$ cat config.mk
export PLATFORM = sky130hd
export DESIGN_NAME = trap_router
export DESIGN_NICKNAME = d
export VERILOG_FILES = /design/src/rtl/trap_route_pkg.sv /design/src/rtl/trap_classify.sv /design/src/rtl/trap_vector.sv /design/src/rtl/trap_router.sv
export SDC_FILE = /design/constraint.sdc
export NUM_CORES = 1
export LEC_CHECK = 0
export ABC_CLOCK_PERIOD_IN_PS = 1000
export BUFFER_PORTS_ARGS = -buffer_cell sky130_fd_sc_hd__clkbuf_2
export CORE_MARGIN = 3
export CORE_UTILIZATION = 45
export CTS_CLUSTER_DIAMETER = 50
export DETAILED_ROUTE_END_ITERATION = 8
export PLACE_DENSITY = 0.8
export SKIP_CTS_REPAIR_TIMING = 1
export SLEW_MARGIN = 20
export SYNTH_ARGS = -nofsm -noshare
export SYNTH_HDL_FRONTEND = slang
export SYNTH_SLANG_ARGS = --single-unit
export TNS_END_PERCENT = 1
$ cat constraint.sdc
create_clock -name clk_i -period 1 [get_ports clk_i]
set_input_delay 0.2 -clock clk_i [delete_from_list [all_inputs] [get_ports clk_i]]
set_output_delay 0.2 -clock clk_i [all_outputs]
set_load 0.01 [all_outputs]
$ cat src/rtl/trap_route_pkg.sv
package trap_route_pkg;
  typedef enum logic [1:0] {
    LVL_USER  = 2'd0,
    LVL_PRIV  = 2'd1,
    LVL_HYPER = 2'd2
  } lvl_e;

  typedef enum logic [1:0] {
    MODE_PRIV  = 2'd0,
    MODE_HYPER = 2'd1,
    MODE_RED   = 2'd2,
    MODE_ERROR = 2'd3
  } mode_e;
endpackage

$ cat src/rtl/trap_classify.sv
module trap_classify import trap_route_pkg::*; #(
  parameter int MAX_TL     = 6,
  parameter int MAX_PTL    = 2,
  parameter int TT_W       = 9,
  parameter int HYP_TT_MIN = 384,
  parameter int WDOG_TT    = 2,
  localparam int TL_W      = $clog2(MAX_TL + 1)
) (
  input  logic [TL_W-1:0] tl_i,
  input  logic            red_i,
  input  logic            hpriv_i,
  input  logic            priv_i,
  input  logic [TT_W-1:0] tt_i,
  input  logic [1:0]      tgt_lvl_i,
  output mode_e           mode_o,
  output logic [TT_W-1:0] tt_o,
  output logic            tl_gt1_o
);
  logic [1:0] cur_lvl, eff_lvl;
  logic       eff_hyper, eff_priv;

  always_comb begin
    if (hpriv_i)     cur_lvl = LVL_HYPER;
    else if (priv_i) cur_lvl = LVL_PRIV;
    else             cur_lvl = LVL_USER;
  end

  assign eff_lvl   = (cur_lvl > tgt_lvl_i) ? cur_lvl : tgt_lvl_i;
  assign eff_hyper = eff_lvl >= 2'(LVL_HYPER);
  assign eff_priv  = eff_lvl == 2'(LVL_PRIV);
  // new level = tl+1 > 1  <=>  tl != 0
  assign tl_gt1_o  = tl_i != '0;

  always_comb begin
    tt_o = tt_i;
    if (red_i || int'(tl_i) == MAX_TL - 1) begin
      mode_o = MODE_RED;
    end else if (int'(tl_i) == MAX_TL) begin
      mode_o = MODE_ERROR;
    end else if (int'(tl_i) > MAX_PTL && eff_priv) begin
      mode_o = MODE_HYPER;
      tt_o   = TT_W'(WDOG_TT);
    end else if (eff_hyper || (eff_priv && int'(tt_i) >= HYP_TT_MIN)) begin
      mode_o = MODE_HYPER;
    end else begin
      mode_o = MODE_PRIV;
    end
  end
endmodule

$ cat src/rtl/trap_vector.sv
module trap_vector import trap_route_pkg::*; #(
  parameter int          TT_W     = 9,
  parameter int          ADDR_W   = 64,
  parameter int          INSN_B   = 4,
  parameter logic [63:0] RED_BASE = 64'h0000_00FF_F000_0000,
  parameter int          RED_TT   = 5,
  localparam int         SLOT_SH  = 5,
  localparam int         HYP_LSB  = TT_W + SLOT_SH,
  localparam int         PRV_LSB  = HYP_LSB + 1
) (
  input  mode_e             mode_i,
  input  logic [TT_W-1:0]   tt_i,
  input  logic              tl_gt1_i,
  input  logic [ADDR_W-1:0] hbase_i,
  input  logic [ADDR_W-1:0] pbase_i,
  output logic [ADDR_W-1:0] pc_o,
  output logic [ADDR_W-1:0] npc_o
);
  localparam logic [ADDR_W-1:0] RED_PC =
    ADDR_W'(RED_BASE) | ADDR_W'((RED_TT << SLOT_SH) & 8'hFF);

  logic [ADDR_W-1:0] slot, hyp_pc, prv_pc;

  assign slot   = ADDR_W'({tt_i, {SLOT_SH{1'b0}}});
  assign hyp_pc = {hbase_i[ADDR_W-1:HYP_LSB], {HYP_LSB{1'b0}}} | slot;
  assign prv_pc = {pbase_i[ADDR_W-1:PRV_LSB], tl_gt1_i, {HYP_LSB{1'b0}}} | slot;

  always_comb begin
    unique case (mode_i)
      MODE_RED:   pc_o = RED_PC;
      MODE_HYPER: pc_o = hyp_pc;
      MODE_PRIV:  pc_o = prv_pc;
      default:    pc_o = '0;
    endcase
    npc_o = (mode_i == MODE_ERROR) ? '0 : pc_o + ADDR_W'(INSN_B);
  end
endmodule

$ cat src/rtl/trap_router.sv
module trap_router import trap_route_pkg::*; #(
  parameter int  MAX_TL  = 6,
  parameter int  MAX_PTL = 2,
  parameter int  TT_W    = 9,
  parameter int  ADDR_W  = 64,
  localparam int TL_W    = $clog2(MAX_TL + 1)
) (
  input  logic              clk_i,
  input  logic              rst_ni,
  input  logic              req_i,
  input  logic [TL_W-1:0]   tl_i,
  input  logic              red_i,
  input  logic              hpriv_i,
  input  logic              priv_i,
  input  logic [TT_W-1:0]   tt_i,
  input  logic [1:0]        tgt_lvl_i,
  input  logic [ADDR_W-1:0] hbase_i,
  input  logic [ADDR_W-1:0] pbase_i,
  output logic              valid_o,
  output logic [1:0]        mode_o,
  output logic [TT_W-1:0]   tt_o,
  output logic [ADDR_W-1:0] pc_o,
  output logic [ADDR_W-1:0] npc_o
);
  mode_e             mode_d;
  logic [TT_W-1:0]   tt_d;
  logic              tl_gt1;
  logic [ADDR_W-1:0] pc_d, npc_d;

  trap_classify #(
    .MAX_TL (MAX_TL),
    .MAX_PTL(MAX_PTL),
    .TT_W   (TT_W)
  ) i_classify (
    .tl_i     (tl_i),
    .red_i    (red_i),
    .hpriv_i  (hpriv_i),
    .priv_i   (priv_i),
    .tt_i     (tt_i),
    .tgt_lvl_i(tgt_lvl_i),
    .mode_o   (mode_d),
    .tt_o     (tt_d),
    .tl_gt1_o (tl_gt1)
  );

  trap_vector #(
    .TT_W  (TT_W),
    .ADDR_W(ADDR_W)
  ) i_vector (
    .mode_i  (mode_d),
    .tt_i    (tt_d),
    .tl_gt1_i(tl_gt1),
    .hbase_i (hbase_i),
    .pbase_i (pbase_i),
    .pc_o    (pc_d),
    .npc_o   (npc_d)
  );

  always_ff @(posedge clk_i or negedge rst_ni) begin
    if (!rst_ni) begin
      valid_o <= 1'b0;
      mode_o  <= '0;
      tt_o    <= '0;
      pc_o    <= '0;
      npc_o   <= '0;
    end else begin
      valid_o <= req_i;
      if (req_i) begin
        mode_o <= mode_d;
        tt_o   <= tt_d;
        pc_o   <= pc_d;
        npc_o  <= npc_d;
      end
    end
  end
endmodule

Yosys cells after proc, flatten, opt, wreduce, memory -nomap -nowiden

Index checks and enable logic that the tools add are counted.

Register bits after elaboration: 140
Output and inout port bits: 140

Order comparisons: 4
Bitwise logic cells: 2
Reductions and logical operators: 6
Add/sub/neg operators: 1
Eq/ne operators: 6
Multiplexer cells: 12

Operators with widths:

| kind                                                           | number |
|---|---|
| case mux 64 bit (3 select lines)                               | 1 |
| OR 64 x 14 -> 64 bit                                           | 2 |
| adder 64 x 3 -> 64 bit (second input constant)                 | 1 |
| 2-to-1 mux 64 bit                                              | 1 |
| 2-to-1 mux 9 bit                                               | 3 |
| 2-to-1 mux 2 bit                                               | 5 |
| greater-or-equal comparator 9 bit (second input constant)      | 1 |
| == test 2 x 1 -> 1 bit (second input constant)                 | 2 |
| == test 2 bit (second input constant)                          | 2 |
| == test 3 x 2 -> 1 bit (second input constant)                 | 1 |
| == test 3 bit (second input constant)                          | 1 |
| greater-than comparator 3 x 2 -> 1 bit (second input constant) | 1 |
| nonzero test 3 bit                                             | 1 |
| greater-or-equal comparator 2 bit (second input constant)      | 1 |
| greater-than comparator 2 bit                                  | 1 |
| logical AND 1 bit                                              | 2 |
| logical NOT 2 bit                                              | 1 |
| logical OR 1 bit                                               | 2 |
| 2-to-1 mux 1 bit                                               | 2 |

Longest topological paths before layout

Gate-level depths: netlist (run 1).

Word-level depth: 15
Gate-level depth with buffers: 11
Mapped depth without buffers: 8

Hierarchy

A second synthesis (run 1) with hierarchy kept.

Cell total of the unflattened synthesis: 529
Area total of the unflattened synthesis: 6745.2 um2

Modules (own cells, without submodules):

| module        | sequential area each (um2) | times used | area an instance (um2) | cells each |
|---|---|---|---|---|
| trap_router   | 3503.4                     | 1          | 5217.5                 | 294 |
| trap_vector   | 0.0                        | 1          | 1275.0                 | 203 |
| trap_classify | 0.0                        | 1          | 252.7                  | 32 |

Least setup slack after synthesis (run 1)

No wires, ideal clock.

Path type: input-to-reg
Start point: input hpriv_i
End point: register npc_o[28]
Data required time: 0.874 ns
Library setup time: 0.126 ns
Data arrival time: 1.910 ns
Slack: -1.036 ns
Path buffers: 3
Stages on the path: 10
Cell sequence: inv_1 -> ha_1 -> o21bai_1 -> nand4_1 -> o2bb2ai_2 -> and4_1 -> clkbuf_1 -> buf_6 -> buf_6 -> a221o_1

Cells in the longest elaborated chain, start to end: 14

Ends and longest elaborated chain:

| element                                        | line                | RTL |
|---|---|---|
| from (decl)                                    | trap_router.sv:13   | `input logic hpriv_i,` |
| 2-to-1 mux 2 bit *                             | trap_classify.sv:23 | `if (hpriv_i) cur_lvl = LVL_HYPER;` |
| greater-than comparator 2 bit                  | trap_classify.sv:28 | `assign eff_lvl = (cur_lvl > tgt_lvl_i) ? cur_lvl : tgt_lvl_i;` |
| 2-to-1 mux 2 bit *                             | trap_classify.sv:28 |  |
| == test 2 x 1 -> 1 bit                         | trap_classify.sv:30 | `assign eff_priv = eff_lvl == 2'(LVL_PRIV);` |
| logical AND 1 bit                              | trap_classify.sv:43 | `end else if (eff_hyper \|\| (eff_priv && int'(tt_i) >= HYP_TT_MIN)) begin` |
| logical OR 1 bit                               | trap_classify.sv:43 |  |
| 2-to-1 mux 1 bit                               | trap_classify.sv:43 |  |
| 2-to-1 mux 2 bit                               | trap_classify.sv:40 | `end else if (int'(tl_i) > MAX_PTL && eff_priv) begin` |
| 2-to-1 mux 2 bit                               | trap_classify.sv:38 | `end else if (int'(tl_i) == MAX_TL) begin` |
| 2-to-1 mux 2 bit                               | trap_classify.sv:36 | `if (red_i \|\| int'(tl_i) == MAX_TL - 1) begin` |
| == test 2 x 1 -> 1 bit (tied with other cells) | trap_vector.sv:29   | `unique case (mode_i)` |
| case mux 64 bit (3 select lines)               | trap_vector.sv:29   |  |
| adder 64 x 3 -> 64 bit                         | trap_vector.sv:35   | `npc_o = (mode_i == MODE_ERROR) ? '0 : pc_o + ADDR_W'(INSN_B);` |
| 2-to-1 mux 64 bit *                            | trap_vector.sv:35   |  |
| to (signal assigned)                           | trap_router.sv:72   | `npc_o <= npc_d;` |
| to (decl)                                      | trap_router.sv:23   | `output logic [ADDR_W-1:0] npc_o` |

Mark *: on every way between the ends. The rest lies on a longest branch, timed or not.
A chain may end at the register's enable or synchronous reset.

Final worst setup path (run 1)

Start point: input hpriv_i
End point: register tt_o[6]

Cells in the longest elaborated chain, start to end: 8

Ends and longest elaborated chain:

| element                       | line                | RTL |
|---|---|---|
| 2-to-1 mux 2 bit *            | trap_classify.sv:23 |  |
| greater-than comparator 2 bit | trap_classify.sv:28 |  |
| 2-to-1 mux 2 bit *            | trap_classify.sv:28 |  |
| == test 2 x 1 -> 1 bit *      | trap_classify.sv:30 |  |
| logical AND 1 bit *           | trap_classify.sv:40 |  |
| 2-to-1 mux 9 bit *            | trap_classify.sv:40 |  |
| 2-to-1 mux 9 bit *            | trap_classify.sv:38 |  |
| 2-to-1 mux 9 bit *            | trap_classify.sv:36 |  |
| to (signal assigned)          | trap_router.sv:70   | `tt_o <= tt_d;` |
| to (decl)                     | trap_router.sv:21   | `output logic [TT_W-1:0] tt_o,` |

Marks and branches as above.

==> impl_metrics.xml, run 1 <==
<?xml version="1.0" encoding="UTF-8"?>
<metrics>
  <group name="sta">
    <metric name="fmax" unit="GHz">0.619</metric>
    <metric name="hold_violations" unit="">0</metric>
    <metric name="final_max_slew_viol_count" unit="">0</metric>
    <metric name="final_report_setup_violation_count" unit="">245</metric>
    <metric name="layout_worst_path_cycle_share" unit="%">162</metric>
    <metric name="rsz_0062_raised_after_global_routing" unit="">yes</metric>
    <metric name="final.setup_skew" unit="ns">0</metric>
    <metric name="timing.setup.tns" unit="ns">-76.62</metric>
    <metric name="postLayoutSetupSlackWorst" unit="ns">-0.615</metric>
    <metric name="time_the_final_worst_path_needs_with_i_o_delays_and_setup" unit="ns">1.62</metric>
  </group>
  <group name="clocking">
    <metric name="tritoncts" unit="">done</metric>
    <metric name="htreeDepth" unit="">4</metric>
    <metric name="total_cts_buffers" unit="">17</metric>
    <metric name="clock_tree.root_cell" unit="">sky130_fd_sc_hd__clkbuf_16</metric>
    <metric name="tritoncts_num_sinks" unit="">117</metric>
    <metric name="clk_latency" unit="ns">0.41</metric>
    <metric name="cts.clk_slew.worst_paths" unit="ns">0.05</metric>
    <metric name="cts_buffer_depth" unit="">2</metric>
  </group>
  <group name="grt">
    <metric name="maximum_number_of_pins_on_one_net_before_global_route_repair" unit="">75</metric>
    <metric name="first_pass_grt_wire_length" unit="mm">24.1</metric>
    <metric name="global_route.overflow_total" unit="">0</metric>
    <metric name="grt_antenna_before_repair" unit="">0</metric>
    <metric name="number_of_global_route_vias_before_repair" unit="">4802</metric>
    <metric name="grt_util_all_layers" unit="%">23.1</metric>
  </group>
  <group name="logic_synthesis">
    <metric name="synth_area_leader_cell" unit="">sky130_fd_sc_hd__dfrtp_1</metric>
    <metric name="syn_inst" unit="">456</metric>
    <metric name="mappedNetlistArea" unit="sq um">5330</metric>
    <metric name="yosysUniqueCellTypes" unit="">40</metric>
    <metric name="synth_top_area_share" unit="%">55.0</metric>
    <metric name="yosysSeqAreaShare" unit="%">55.0</metric>
    <metric name="synth-edff-count" unit="">0</metric>
    <metric name="postSynthRegisterBits" unit="">117</metric>
    <metric name="postSynth.topFlopCell" unit="">sky130_fd_sc_hd__dfrtp_1</metric>
    <metric name="avgSynthCellArea" unit="sq um">11.7</metric>
    <metric name="ys_top_cells_by_area" unit="">sky130_fd_sc_hd__dfrtp_1, sky130_fd_sc_hd__a221o_1, sky130_fd_sc_hd__nor2b_1</metric>
    <metric name="postSynth.asyncResetShare" unit="%">100</metric>
    <metric name="yosysWarningCount" unit="">0</metric>
  </group>
  <group name="power_and_ir_drop">
    <metric name="vdd_drop_max" unit="mV">1.19</metric>
    <metric name="power-per-cell-area" unit="nW/um^2">1860</metric>
    <metric name="total_leakage_power" unit="uW">0.00392</metric>
  </group>
  <group name="worst_hold_path">
    <metric name="holdPathStages" unit="">2</metric>
    <metric name="holdPathEnd" unit="">npc_o[28]</metric>
    <metric name="worstHoldPathType" unit="">primary input to flip-flop</metric>
    <metric name="worst_hold_startpoint" unit="">pbase_i[28]</metric>
  </group>
  <group name="floorplan">
    <metric name="initial_util" unit="%">46.2</metric>
    <metric name="core_area" unit="sq um">11500</metric>
    <metric name="chipWidth" unit="um">115</metric>
    <metric name="die_area" unit="sq um">13200</metric>
    <metric name="ioPinCount" unit="">288</metric>
    <metric name="die_height" unit="um">115</metric>
    <metric name="rows" unit="">39</metric>
  </group>
  <group name="finish">
    <metric name="finish.instance_area" unit="sq um">7730</metric>
    <metric name="layout-drive-gt1-share" unit="%">46.8</metric>
    <metric name="n_antenna_cell" unit="">0</metric>
    <metric name="area_delta_synth_final" unit="%">45.1</metric>
    <metric name="fin_nets" unit="">867</metric>
  </group>
  <group name="detailed_routing">
    <metric name="wl" unit="mm">16.6</metric>
    <metric name="via_per_inst" unit="">5.69</metric>
    <metric name="drcViolationCount" unit="">0</metric>
    <metric name="routed-via-count" unit="">4966</metric>
    <metric name="route.antenna.remaining_nets" unit="">0</metric>
    <metric name="wire_length_per_cell" unit="um">19.1</metric>
    <metric name="drtIter0Drc" unit="">494</metric>
    <metric name="drt-pass1-iter-count" unit="">5</metric>
  </group>
  <group name="critical_path">
    <metric name="critical_path_arrival" unit="ns">1.90</metric>
    <metric name="path_class" unit="">primary input to flip-flop</metric>
    <metric name="critical_path.reg2reg.endpoint" unit="">pc_o[26]</metric>
    <metric name="reg2reg_depth" unit="">2</metric>
    <metric name="r2r-start" unit="">pc_o[26]</metric>
    <metric name="setup.worst_path.start_class" unit="">primary input</metric>
    <metric name="highest_fanout_seen_on_the_critical_path" unit="">6</metric>
    <metric name="worst-endpoint-required" unit="ns">1.29</metric>
    <metric name="register_to_register_setup_slack" unit="ns">0.07</metric>
    <metric name="worst_setup_path_end_kind" unit="">flip-flop</metric>
  </group>
  <group name="status">
    <metric name="outcome" unit="">finished with violations</metric>
    <metric name="violations" unit="">setup timing</metric>
  </group>
  <group name="run">
    <metric name="timing.max_cap.violations" unit="">0</metric>
  </group>
  <group name="placement">
    <metric name="dpl_cell_area" unit="sq um">6860</metric>
    <metric name="gp_routability_congestion" unit="">0.913</metric>
    <metric name="dp_slack" unit="ns">-1.18</metric>
    <metric name="dp_hpwl" unit="mm">11.3</metric>
    <metric name="place.port_buffers" unit="">249</metric>
  </group>
</metrics>
[worst max-delay path, stage by stage]
cell and delay (ns):
sky130_fd_sc_hd__buf_12 0.12, sky130_fd_sc_hd__inv_16 0.05, sky130_fd_sc_hd__ha_4 0.19, sky130_fd_sc_hd__o21bai_1 0.19
sky130_fd_sc_hd__nand4_1 0.19, sky130_fd_sc_hd__buf_4 0.21, sky130_fd_sc_hd__a221oi_4 0.28, sky130_fd_sc_hd__buf_6 0.16
sky130_fd_sc_hd__buf_6 0.13, sky130_fd_sc_hd__buf_12 0.11, sky130_fd_sc_hd__o2bb2ai_1 0.08
[cells in the final DEF (no fill, tap or decap), types with 2 or more instances in the layout]
cell type                      n
sky130_fd_sc_hd__a221o_1      76
sky130_fd_sc_hd__buf_4        26
sky130_fd_sc_hd__nor2_1       14
sky130_fd_sc_hd__dfrtp_1     117
sky130_fd_sc_hd__clkinvlp_4    4
sky130_fd_sc_hd__a31oi_1      10
sky130_fd_sc_hd__conb_1        9
sky130_fd_sc_hd__o211ai_1      2
sky130_fd_sc_hd__a22o_1       12
sky130_fd_sc_hd__bufinv_16     4
sky130_fd_sc_hd__clkbuf_1      2
sky130_fd_sc_hd__buf_2         4
sky130_fd_sc_hd__ha_4          2
sky130_fd_sc_hd__nand2_1      15
sky130_fd_sc_hd__a211oi_2      4
sky130_fd_sc_hd__o2bb2ai_1     9
sky130_fd_sc_hd__buf_6         8
sky130_fd_sc_hd__clkbuf_16    19
sky130_fd_sc_hd__nand3_1      13
sky130_fd_sc_hd__o2bb2ai_2     2
sky130_fd_sc_hd__a211oi_1      6
sky130_fd_sc_hd__nand2b_1      2
sky130_fd_sc_hd__inv_1         4
sky130_fd_sc_hd__nor2b_1      74
sky130_fd_sc_hd__o21ai_0       4
sky130_fd_sc_hd__clkbuf_2    240
sky130_fd_sc_hd__nor2_2        2
sky130_fd_sc_hd__nor3_1        2
sky130_fd_sc_hd__clkinv_2      2
sky130_fd_sc_hd__buf_12       11
[per-stage QoR]
stage	power (uW)	utilization, %	std cells	hold WS (ns)
final	14400	67.1	872	0.0189
after global placement	7820	59.6	833	0.197
after CTS	14300	65.0	865	-0.243
after detailed placement	7900	59.6	833	0.205
after global routing	14900	67.1	872	0.0132
after floorplan	6700	-	464	-0.0956
[flip-flops by register name, indices dropped and copies added, names as in the netlist]
name and flops:
npc_o 58, pc_o 47, tt_o 9, mode_o 2, valid_o 1
[per-layer routing]
layer  track usage (%)  up-vias  share of wire (%)
met5                 0        -                  0
met4              13.4        0                3.7
met3              5.53       57                5.5
met2              36.1      225                 50
met1              29.6     2475                 41
li1                  -     2209                  -
[worst max path at each step]
stage | start | to | slack [ns] | cells after the start
after floorplan | hpriv_i | npc_o[28] | -0.99 | 11
after global placement | hpriv_i | npc_o[28] | -1.14 | 10
after detailed placement | hpriv_i | pc_o[18] | -1.18 | 10
after CTS | hpriv_i | npc_o[27] | -0.74 | 10
after global routing | hpriv_i | tt_o[6] | -0.63 | 11
final | hpriv_i | tt_o[6] | -0.62 | 11
[cells by family (layout without fill, tap and decap cells)]
logic type / Yosys count / in the layout / synth area share [%]
AO/OA/AOI/OAI: 135 / 135 / 23.0
XOR/XNOR: 1 / 1 / 0.165
adder cells (fa/ha/maj): 3 / 3 / 0.705
buffers and inverters: 67 / 331 / 7.17
flip-flops: 117 / 117 / 55.0
other: 1 / 9 / 0.0704
AND/OR/NAND/NOR: 132 / 133 / 13.9
[where the power goes]
group	total, uW	internal (uW)	switching (uW)
clock network	6400	4230	2160
registers	5460	5190	272
logic	2490	1190	1310
[synthesized netlist by cell type (all sizes together) (2+ instances only)]
| cell type | n |
|---|---|
| nor2 | 16 |
| nand3 | 13 |
| buf | 33 |
| nand2 | 16 |
| o211ai | 2 |
| dfrtp | 117 |
| o21ai | 5 |
| clkbuf | 27 |
| a21oi | 2 |
| a22o | 12 |
| a211oi | 10 |
| a221o | 76 |
| ha | 3 |
| inv | 7 |
| nand2b | 2 |
| nor3 | 2 |
| a31oi | 10 |
| o2bb2ai | 12 |
| nor2b | 74 |
[cell type report]
class / instances / area [sq um]
multi-input cells: 281 / 2160
clock inverters: 12 / 178
repair buffers: 292 / 1790
clock buffers: 20 / 447
fillers: 870 / 3790
inverters: 7 / 45.0
well taps: 143 / 179
flip-flops and latches: 117 / 2930
Note: power is estimated with default switching activity, not from simulation.
==> run 2: changes to the inputs <==
--- a/config.mk
+++ b/config.mk
@@ -8,13 +8,14 @@
 export ABC_CLOCK_PERIOD_IN_PS = 1000
 export BUFFER_PORTS_ARGS = -buffer_cell sky130_fd_sc_hd__clkbuf_2
 export CORE_MARGIN = 3
-export CORE_UTILIZATION = 45
+export CORE_UTILIZATION = 40
 export CTS_CLUSTER_DIAMETER = 50
 export DETAILED_ROUTE_END_ITERATION = 8
-export PLACE_DENSITY = 0.8
+export PLACE_DENSITY = 0.69
 export SKIP_CTS_REPAIR_TIMING = 1
 export SLEW_MARGIN = 20
 export SYNTH_ARGS = -nofsm -noshare
 export SYNTH_HDL_FRONTEND = slang
+export SYNTH_HIERARCHICAL = 1
 export SYNTH_SLANG_ARGS = --single-unit
 export TNS_END_PERCENT = 1
==> run 2 against run 1 <==
The run still ends with setup timing left; hold slack improved by 0.13 ns; clock power decreased by 2%; critical path type unchanged; core utilization decreased by 9.5 points; maximum frequency decreased by 31%; global-route usage decreased by 5.2 points; cell area increased by 21%; setup slack got worse by 0.71 ns; non-clock buffer count increased by 18; largest power group is now registers; area after synthesis increased by 27%; combinational power increased by 37%; sequential power increased by 22%; routed wire length increased by 5.1%.
==> impl_metrics.xml, run 2 <==
<?xml version="1.0" encoding="UTF-8"?>
<metrics>
  <group name="clocking">
    <metric name="cts_buffer_depth" unit="">2</metric>
    <metric name="cts.clk_slew.worst_paths" unit="ns">0.06</metric>
    <metric name="tritoncts_num_sinks" unit="">140</metric>
    <metric name="htreeDepth" unit="">4</metric>
    <metric name="clock_tree.root_cell" unit="">sky130_fd_sc_hd__clkbuf_16</metric>
    <metric name="total_cts_buffers" unit="">17</metric>
    <metric name="tritoncts" unit="">done</metric>
    <metric name="clk_latency" unit="ns">0.41</metric>
  </group>
  <group name="detailed_routing">
    <metric name="route.antenna.remaining_nets" unit="">0</metric>
    <metric name="drtIter0Drc" unit="">113</metric>
    <metric name="drt-pass1-iter-count" unit="">4</metric>
    <metric name="via_per_inst" unit="">4.81</metric>
    <metric name="wire_length_per_cell" unit="um">16.8</metric>
    <metric name="drcViolationCount" unit="">0</metric>
    <metric name="routed-via-count" unit="">4990</metric>
    <metric name="wl" unit="mm">17.5</metric>
  </group>
  <group name="logic_synthesis">
    <metric name="synth_area_leader_cell" unit="">sky130_fd_sc_hd__dfrtp_1</metric>
    <metric name="synth_top_area_share" unit="%">51.9</metric>
    <metric name="yosysWarningCount" unit="">6</metric>
    <metric name="postSynthRegisterBits" unit="">140</metric>
    <metric name="synth_most_common_cell" unit="">sky130_fd_sc_hd__dfrtp_1</metric>
    <metric name="yosysSeqAreaShare" unit="%">51.9</metric>
    <metric name="avgSynthCellArea" unit="sq um">12.8</metric>
    <metric name="synth-edff-count" unit="">0</metric>
    <metric name="mappedNetlistArea" unit="sq um">6750</metric>
    <metric name="postSynth.topFlopCell" unit="">sky130_fd_sc_hd__dfrtp_1</metric>
    <metric name="yosys-top-cells-count" unit="">sky130_fd_sc_hd__dfrtp_1, sky130_fd_sc_hd__mux2_2, sky130_fd_sc_hd__nor2_1, sky130_fd_sc_hd__mux2i_1, sky130_fd_sc_hd__buf_4</metric>
    <metric name="syn_inst" unit="">529</metric>
    <metric name="postSynth.asyncResetShare" unit="%">100</metric>
    <metric name="ys_top_cells_by_area" unit="">sky130_fd_sc_hd__dfrtp_1, sky130_fd_sc_hd__mux2_2, sky130_fd_sc_hd__mux2i_1</metric>
    <metric name="yosysUniqueCellTypes" unit="">34</metric>
  </group>
  <group name="sta">
    <metric name="time_the_final_worst_path_needs_with_i_o_delays_and_setup" unit="ns">2.33</metric>
    <metric name="fmax" unit="GHz">0.430</metric>
    <metric name="layout_worst_path_cycle_share" unit="%">233</metric>
    <metric name="hold_violations" unit="">0</metric>
    <metric name="final_report_setup_violation_count" unit="">270</metric>
    <metric name="final_max_slew_viol_count" unit="">0</metric>
    <metric name="final.setup_skew" unit="ns">0</metric>
    <metric name="timing.setup.tns" unit="ns">-164.78</metric>
    <metric name="rsz_0062_raised_after_global_routing" unit="">yes</metric>
    <metric name="postLayoutSetupSlackWorst" unit="ns">-1.33</metric>
  </group>
  <group name="finish">
    <metric name="layout-drive-gt1-share" unit="%">63.6</metric>
    <metric name="fin_nets" unit="">961</metric>
    <metric name="n_antenna_cell" unit="">0</metric>
    <metric name="area_delta_synth_final" unit="%">38.2</metric>
    <metric name="layout_commonest_cell" unit="">sky130_fd_sc_hd__clkbuf_2</metric>
    <metric name="layout_top_registers" unit="">npc_o: 64 flops, pc_o: 64 flops, tt_o: 9 flops</metric>
    <metric name="layout_common_cells" unit="">sky130_fd_sc_hd__clkbuf_2, sky130_fd_sc_hd__dfrtp_1, sky130_fd_sc_hd__mux2_2</metric>
    <metric name="finish.instance_area" unit="sq um">9320</metric>
    <metric name="final_core_utilization" unit="%">57.6</metric>
  </group>
  <group name="floorplan">
    <metric name="rows" unit="">46</metric>
    <metric name="ioPinCount" unit="">288</metric>
    <metric name="initial_util" unit="%">41.7</metric>
    <metric name="chipWidth" unit="um">136</metric>
    <metric name="die_height" unit="um">136</metric>
    <metric name="die_area" unit="sq um">18500</metric>
    <metric name="core_area" unit="sq um">16200</metric>
  </group>
  <group name="power_and_ir_drop">
    <metric name="vdd_drop_max" unit="mV">1.01</metric>
    <metric name="power" unit="uW">16300</metric>
    <metric name="total_leakage_power" unit="uW">0.00471</metric>
    <metric name="power-per-cell-area" unit="nW/um^2">1750</metric>
  </group>
  <group name="critical_path">
    <metric name="critical_path_arrival" unit="ns">2.62</metric>
    <metric name="reg2reg_depth" unit="">1</metric>
    <metric name="setup.worst_path.start_class" unit="">primary input</metric>
    <metric name="register_to_register_setup_slack" unit="ns">0.22</metric>
    <metric name="worst_setup_path_end_kind" unit="">flip-flop</metric>
    <metric name="path_class" unit="">primary input to flip-flop</metric>
    <metric name="worstSetupStartpoint" unit="">tgt_lvl_i[1]</metric>
    <metric name="highest_fanout_seen_on_the_critical_path" unit="">8</metric>
    <metric name="critical_path.reg2reg.endpoint" unit="">pc_o[59]</metric>
    <metric name="setup.worst_path.end" unit="">npc_o[17]</metric>
    <metric name="r2r-start" unit="">pc_o[59]</metric>
    <metric name="worst-endpoint-required" unit="ns">1.29</metric>
  </group>
  <group name="placement">
    <metric name="dp_hpwl" unit="mm">12.6</metric>
    <metric name="place.port_buffers" unit="">258</metric>
    <metric name="gp_routability_congestion" unit="">0.777</metric>
    <metric name="dpl_cell_area" unit="sq um">8350</metric>
  </group>
  <group name="grt">
    <metric name="grt_antenna_before_repair" unit="">0</metric>
    <metric name="first_pass_grt_wire_length" unit="mm">25.9</metric>
    <metric name="number_of_global_route_vias_before_repair" unit="">5070</metric>
    <metric name="global_route.overflow_total" unit="">0</metric>
    <metric name="grt_util_all_layers" unit="%">18.0</metric>
    <metric name="maximum_number_of_pins_on_one_net_before_global_route_repair" unit="">41</metric>
  </group>
  <group name="status">
    <metric name="violations" unit="">setup timing</metric>
    <metric name="outcome" unit="">finished with violations</metric>
  </group>
  <group name="worst_hold_path">
    <metric name="worstHoldPathType" unit="">primary input to flip-flop</metric>
  </group>
  <group name="run">
    <metric name="timing.max_cap.violations" unit="">0</metric>
  </group>
</metrics>
-- run 2: critical path, stage by stage --
cell	delay, ns
sky130_fd_sc_hd__clkbuf_2	0.09
sky130_fd_sc_hd__inv_2	0.11
sky130_fd_sc_hd__ha_4	0.23
sky130_fd_sc_hd__nand2b_4	0.15
sky130_fd_sc_hd__and3_4	0.18
sky130_fd_sc_hd__o311a_4	0.31
sky130_fd_sc_hd__a311oi_4	0.34
sky130_fd_sc_hd__buf_6	0.19
sky130_fd_sc_hd__clkbuf_16	0.21
sky130_fd_sc_hd__mux2i_4	0.27
sky130_fd_sc_hd__nor2_2	0.06
sky130_fd_sc_hd__mux2_4	0.26
-- run 2: worst min-delay path by stage --
| stage | start | end | slack, ns | depth (start not counted) |
|---|---|---|---|---|
| 6_report | hbase_i[34] | pc_o[34] | 0.15 | 3 |
| 3_3_place_gp | rst_ni | npc_o[1] | 0.09 | 1 |
| 3_5_place_dp | rst_ni | npc_o[0] | 0.1 | 1 |
| 4_1_cts | rst_ni | npc_o[12] | -0.35 | 1 |
| 5_1_grt | hbase_i[34] | pc_o[34] | 0.14 | 3 |
| 2_1_floorplan | rst_ni | mode_o[0] | -0.1 | 0 |
-- run 2: power by group --
group | leakage, uW | switching, uW | internal (uW)
logic | 0.00266 | 1670 | 1730
clock network | 0.000294 | 2450 | 3820
registers | 0.00176 | 351 | 6310
-- run 2: area by class of cell --
type,count,area (sq um)
Multi-Input combinational cell,335,3070
Inverter,5,18.8
Sequential cell,140,3500
Clock buffer,19,453
Timing Repair Buffer,310,1870
Clock inverter,13,140
Tap cell,216,270
Fill cell,1352,6850
-- run 2: routing by layer --
| metal | GRT usage [%] | wire length (um) |
|---|---|---|
| met1 | 22.2 | 7130 |
| met2 | 31.1 | 9010 |
| met3 | 3.81 | 1020 |
| met4 | 6.44 | 325 |
| met5 | 0 | 0 |
-- run 2: cell families (layout without fill, tap and decap cells) --
group	Yosys count	in the layout	share of synthesized area (%)
other cells	1	9	0.0556
compound gates	21	21	2.47
flops	140	140	51.9
xor+xnor	1	1	0.130
fa+ha+maj	4	4	0.742
mux	177	177	28.8
buf+inv	62	347	7.31
simple gates	123	123	8.51
-- run 2: stage by stage --
step	setup slack, ns	hold WS [ns]	instances
2_1_floorplan	-1.39	-0.0956	537
3_3_place_gp	-1.67	0.0934	999
3_5_place_dp	-1.76	0.0960	999
4_1_cts	-1.32	-0.353	1031
5_1_grt	-1.40	0.140	1038
6_report	-1.33	0.148	1038
==> run 3: changes to the inputs <==
--- a/config.mk
+++ b/config.mk
@@ -5,6 +5,7 @@
 export SDC_FILE = /design/constraint.sdc
 export NUM_CORES = 1
 export LEC_CHECK = 0
+export ABC_AREA = 1
 export ABC_CLOCK_PERIOD_IN_PS = 1000
 export BUFFER_PORTS_ARGS = -buffer_cell sky130_fd_sc_hd__clkbuf_2
 export CORE_MARGIN = 3
==> run 3 against run 2 <==
The run still ends with setup timing left; combinational power shrank 6.8%; total power increased by 0.67%; non-clock buffer count decreased by 5; setup slack better by 0.67 ns; critical path depth is 4 higher; critical endpoint is now npc_o[36].
==> impl_metrics.xml, run 3 <==
<?xml version="1.0" encoding="UTF-8"?>
<metrics>
  <group name="sta">
    <metric name="final.setup_skew" unit="ns">0</metric>
    <metric name="timing.setup.tns" unit="ns">-81.85</metric>
    <metric name="postLayoutSetupSlackWorst" unit="ns">-0.663</metric>
    <metric name="fmax" unit="GHz">0.601</metric>
    <metric name="time_the_final_worst_path_needs_with_i_o_delays_and_setup" unit="ns">1.66</metric>
    <metric name="hold_violations" unit="">0</metric>
    <metric name="layout_worst_path_cycle_share" unit="%">166</metric>
    <metric name="final_report_setup_violation_count" unit="">269</metric>
    <metric name="final_max_slew_viol_count" unit="">0</metric>
    <metric name="rsz_0062_raised_after_global_routing" unit="">yes</metric>
  </group>
  <group name="grt">
    <metric name="grt_antenna_before_repair" unit="">0</metric>
    <metric name="grt_util_all_layers" unit="%">20.9</metric>
    <metric name="global_route.overflow_total" unit="">0</metric>
    <metric name="number_of_global_route_vias_before_repair" unit="">6044</metric>
    <metric name="maximum_number_of_pins_on_one_net_before_global_route_repair" unit="">68</metric>
    <metric name="first_pass_grt_wire_length" unit="mm">30.7</metric>
  </group>
  <group name="clocking">
    <metric name="total_cts_buffers" unit="">17</metric>
    <metric name="clock_tree.root_cell" unit="">sky130_fd_sc_hd__clkbuf_16</metric>
    <metric name="cts_buffer_depth" unit="">2</metric>
    <metric name="tritoncts_num_sinks" unit="">140</metric>
    <metric name="cts.clk_slew.worst_paths" unit="ns">0.06</metric>
    <metric name="clk_latency" unit="ns">0.41</metric>
    <metric name="htreeDepth" unit="">4</metric>
    <metric name="tritoncts" unit="">done</metric>
  </group>
  <group name="finish">
    <metric name="layout_top_registers" unit="">npc_o: 64 flops, pc_o: 64 flops, tt_o: 9 flops</metric>
    <metric name="layout_commonest_cell" unit="">sky130_fd_sc_hd__nand2_1</metric>
    <metric name="layout.cells.non_filler" unit="">1396</metric>
    <metric name="fin_nets" unit="">1315</metric>
    <metric name="layout_common_cells" unit="">sky130_fd_sc_hd__nand2_1, sky130_fd_sc_hd__clkbuf_2, sky130_fd_sc_hd__dfrtp_1</metric>
    <metric name="n_antenna_cell" unit="">0</metric>
    <metric name="num-fill-cells" unit="">1586</metric>
    <metric name="area_delta_synth_final" unit="%">37.3</metric>
    <metric name="layout-drive-gt1-share" unit="%">34.6</metric>
    <metric name="finish.instance_area" unit="sq um">9430</metric>
  </group>
  <group name="critical_path">
    <metric name="worst_setup_path_end_kind" unit="">flip-flop</metric>
    <metric name="reg2reg_depth" unit="">2</metric>
    <metric name="timing.critical_path.cells" unit="">buf_12, inv_16, ha_4, o21ai_2, buf_4, nand3_2, nand4_1, a21oi_4, buf_6, nor2_4, buf_12, clkbuf_16, nand2_1, nand3_2, nand2_1, nand2_1</metric>
    <metric name="register_to_register_setup_slack" unit="ns">0.37</metric>
    <metric name="path_class" unit="">primary input to flip-flop</metric>
    <metric name="timing.critical_path.buf_inv" unit="">6</metric>
    <metric name="critical_path.reg2reg.endpoint" unit="">pc_o[36]</metric>
    <metric name="highest_fanout_seen_on_the_critical_path" unit="">8</metric>
    <metric name="cp_slowest_stage_delay" unit="ns">0.23</metric>
    <metric name="critical_path_arrival" unit="ns">2.01</metric>
    <metric name="crit_family" unit="">buffers and inverters</metric>
    <metric name="worst-endpoint-required" unit="ns">1.35</metric>
    <metric name="worstSetupStartpoint" unit="">hpriv_i</metric>
    <metric name="r2r-start" unit="">pc_o[36]</metric>
    <metric name="worst_path_most_repeated_cell" unit="">sky130_fd_sc_hd__nand2_1</metric>
    <metric name="critical-path-slowest-cell" unit="">sky130_fd_sc_hd__ha_4</metric>
    <metric name="setup.worst_path.start_class" unit="">primary input</metric>
  </group>
  <group name="placement">
    <metric name="placed_cells_incl_taps" unit="">1354</metric>
    <metric name="place.port_buffers" unit="">258</metric>
    <metric name="gp_routability_congestion" unit="">0.813</metric>
    <metric name="dp_slack" unit="ns">-1.26</metric>
    <metric name="dpl_cell_area" unit="sq um">8480</metric>
    <metric name="dp_hpwl" unit="mm">14.1</metric>
  </group>
  <group name="logic_synthesis">
    <metric name="postSynth.topFlopCell" unit="">sky130_fd_sc_hd__dfrtp_1</metric>
    <metric name="avgSynthCellArea" unit="sq um">7.60</metric>
    <metric name="postSynthRegisterBits" unit="">140</metric>
    <metric name="yosys-mux-area-fraction" unit="%">0</metric>
    <metric name="ys_top_cells_by_area" unit="">sky130_fd_sc_hd__dfrtp_1, sky130_fd_sc_hd__nand2_1, sky130_fd_sc_hd__buf_4</metric>
    <metric name="synth-edff-count" unit="">0</metric>
    <metric name="dominant_combinational_cell_family_by_area_after_synthesis" unit="">simple AND/OR/NAND/NOR gates</metric>
    <metric name="syn_inst" unit="">904</metric>
    <metric name="fraction_of_the_mapped_netlist_area_in_adder_cells" unit="%">0.729</metric>
    <metric name="yosysSeqAreaShare" unit="%">51.0</metric>
    <metric name="mappedNetlistArea" unit="sq um">6870</metric>
    <metric name="synth_top_area_share" unit="%">51.0</metric>
    <metric name="yosysWarningCount" unit="">6</metric>
    <metric name="yosys-top-cells-count" unit="">sky130_fd_sc_hd__nand2_1, sky130_fd_sc_hd__dfrtp_1, sky130_fd_sc_hd__nand3_1, sky130_fd_sc_hd__buf_4, sky130_fd_sc_hd__inv_1</metric>
    <metric name="synth_compound_area_share" unit="%">0.328</metric>
    <metric name="yosysUniqueCellTypes" unit="">23</metric>
    <metric name="synth_most_common_cell" unit="">sky130_fd_sc_hd__nand2_1</metric>
    <metric name="synth_area_leader_cell" unit="">sky130_fd_sc_hd__dfrtp_1</metric>
    <metric name="postSynth.asyncResetShare" unit="%">100</metric>
    <metric name="synth_xor_area_share" unit="%">0</metric>
    <metric name="synth-simple-area-share" unit="%">37.9</metric>
  </group>
  <group name="floorplan">
    <metric name="chipWidth" unit="um">137</metric>
    <metric name="core_area" unit="sq um">16700</metric>
    <metric name="die_height" unit="um">137</metric>
    <metric name="rows" unit="">47</metric>
    <metric name="ioPinCount" unit="">288</metric>
    <metric name="die_area" unit="sq um">18800</metric>
    <metric name="initial_util" unit="%">41.1</metric>
  </group>
  <group name="detailed_routing">
    <metric name="drt-pass1-iter-count" unit="">4</metric>
    <metric name="route.antenna.remaining_nets" unit="">0</metric>
    <metric name="via_per_inst" unit="">4.66</metric>
    <metric name="drcViolationCount" unit="">0</metric>
    <metric name="drtIter0Drc" unit="">315</metric>
    <metric name="wire_length_per_cell" unit="um">14.5</metric>
    <metric name="wl" unit="mm">20.3</metric>
    <metric name="routed-via-count" unit="">6508</metric>
  </group>
  <group name="power_and_ir_drop">
    <metric name="power-per-cell-area" unit="nW/um^2">1740</metric>
    <metric name="vdd_drop_max" unit="mV">1.17</metric>
    <metric name="total_leakage_power" unit="uW">0.00578</metric>
  </group>
  <group name="run">
    <metric name="timing.max_cap.violations" unit="">0</metric>
  </group>
  <group name="worst_hold_path">
    <metric name="holdPathStages" unit="">5</metric>
    <metric name="holdPathEnd" unit="">tt_o[6]</metric>
    <metric name="worstHoldPathType" unit="">primary input to flip-flop</metric>
    <metric name="worst_hold_startpoint" unit="">tt_i[6]</metric>
  </group>
  <group name="status">
    <metric name="outcome" unit="">finished with violations</metric>
    <metric name="violations" unit="">setup timing</metric>
  </group>
</metrics>
run 3: cell types whose count changed in the layout (fill, tap and decap cells not counted), sizes merged, moves of 11 or more:
cell	before	now
nand2	2	558
mux2	139	0
nand3	0	66
nor2	88	27
mux2i	38	0
inv	8	31
nor2b	23	0
o2bb2ai	11	0
run 3: power breakdown:
group          total [uW]  switching, uW  internal [uW]
clock                6700           2390           4310
sequential           6570            331           6240
combinational        3170           1880           1300
total               16400           4590          11800
run 3: cell type report:
| class | instances | area (sq um) | area share (%) |
|---|---|---|---|
| clock buffer | 22 | 464 | 4.92 |
| clock inverter | 10 | 163 | 1.73 |
| inverter | 30 | 136 | 1.45 |
| multi-input combinational | 669 | 2950 | 31.3 |
| sequential | 140 | 3500 | 37.2 |
| tap | 220 | 275 | 2.92 |
| timing repair buffer | 305 | 1940 | 20.5 |
run 3: through the flow:
stage / hold WS [ns] / util (%) / total power (uW)
floorplan: -0.0956 / - / 8330
global placement: 0.0770 / 50.8 / 9610
detailed placement: 0.0786 / 50.8 / 9660
CTS: -0.370 / 54.5 / 16400
global route: 0.0796 / 56.5 / 17300
finish: 0.0876 / 56.5 / 16400
run 3: routing by layer:
metal  vias to the layer above  GRT usage [%]  share of wire [%]
met5                         -              0                  0
met1                      3011           26.1                 42
met4                         0           5.49                1.2
met2                       247           33.5                 46
met3                        18           8.53                 11
li1                       3232              -                  -
run 3: worst max path at each step:
stage          slack [ns]         to  depth (start not counted)
6_report            -0.66  npc_o[36]                         16
5_1_grt             -0.72   pc_o[33]                         16
4_1_cts             -0.82  npc_o[28]                         14
3_5_place_dp        -1.26  npc_o[28]                         14
3_3_place_gp        -1.19  npc_o[37]                         14
2_1_floorplan       -0.80   pc_o[32]                         16
run 3: worst min-delay path, stage by stage:
cell and delay, ns:
sky130_fd_sc_hd__clkbuf_2 0.08, sky130_fd_sc_hd__inv_1 0.05, sky130_fd_sc_hd__nor2_2 0.04, sky130_fd_sc_hd__nand2_1 0.05, sky130_fd_sc_hd__nand2_1 0.04
run 3: kinds of logic (layout without fill, tap and decap cells):
kind of cell | count (synthesis) | after routing
AO/OA/AOI/OAI | 4 | 4
buffers and inverters | 103 | 367
flip-flops | 140 | 140
other | 1 | 9
adder cells (fa/ha/maj) | 4 | 4
AND/OR/NAND/NOR | 652 | 652
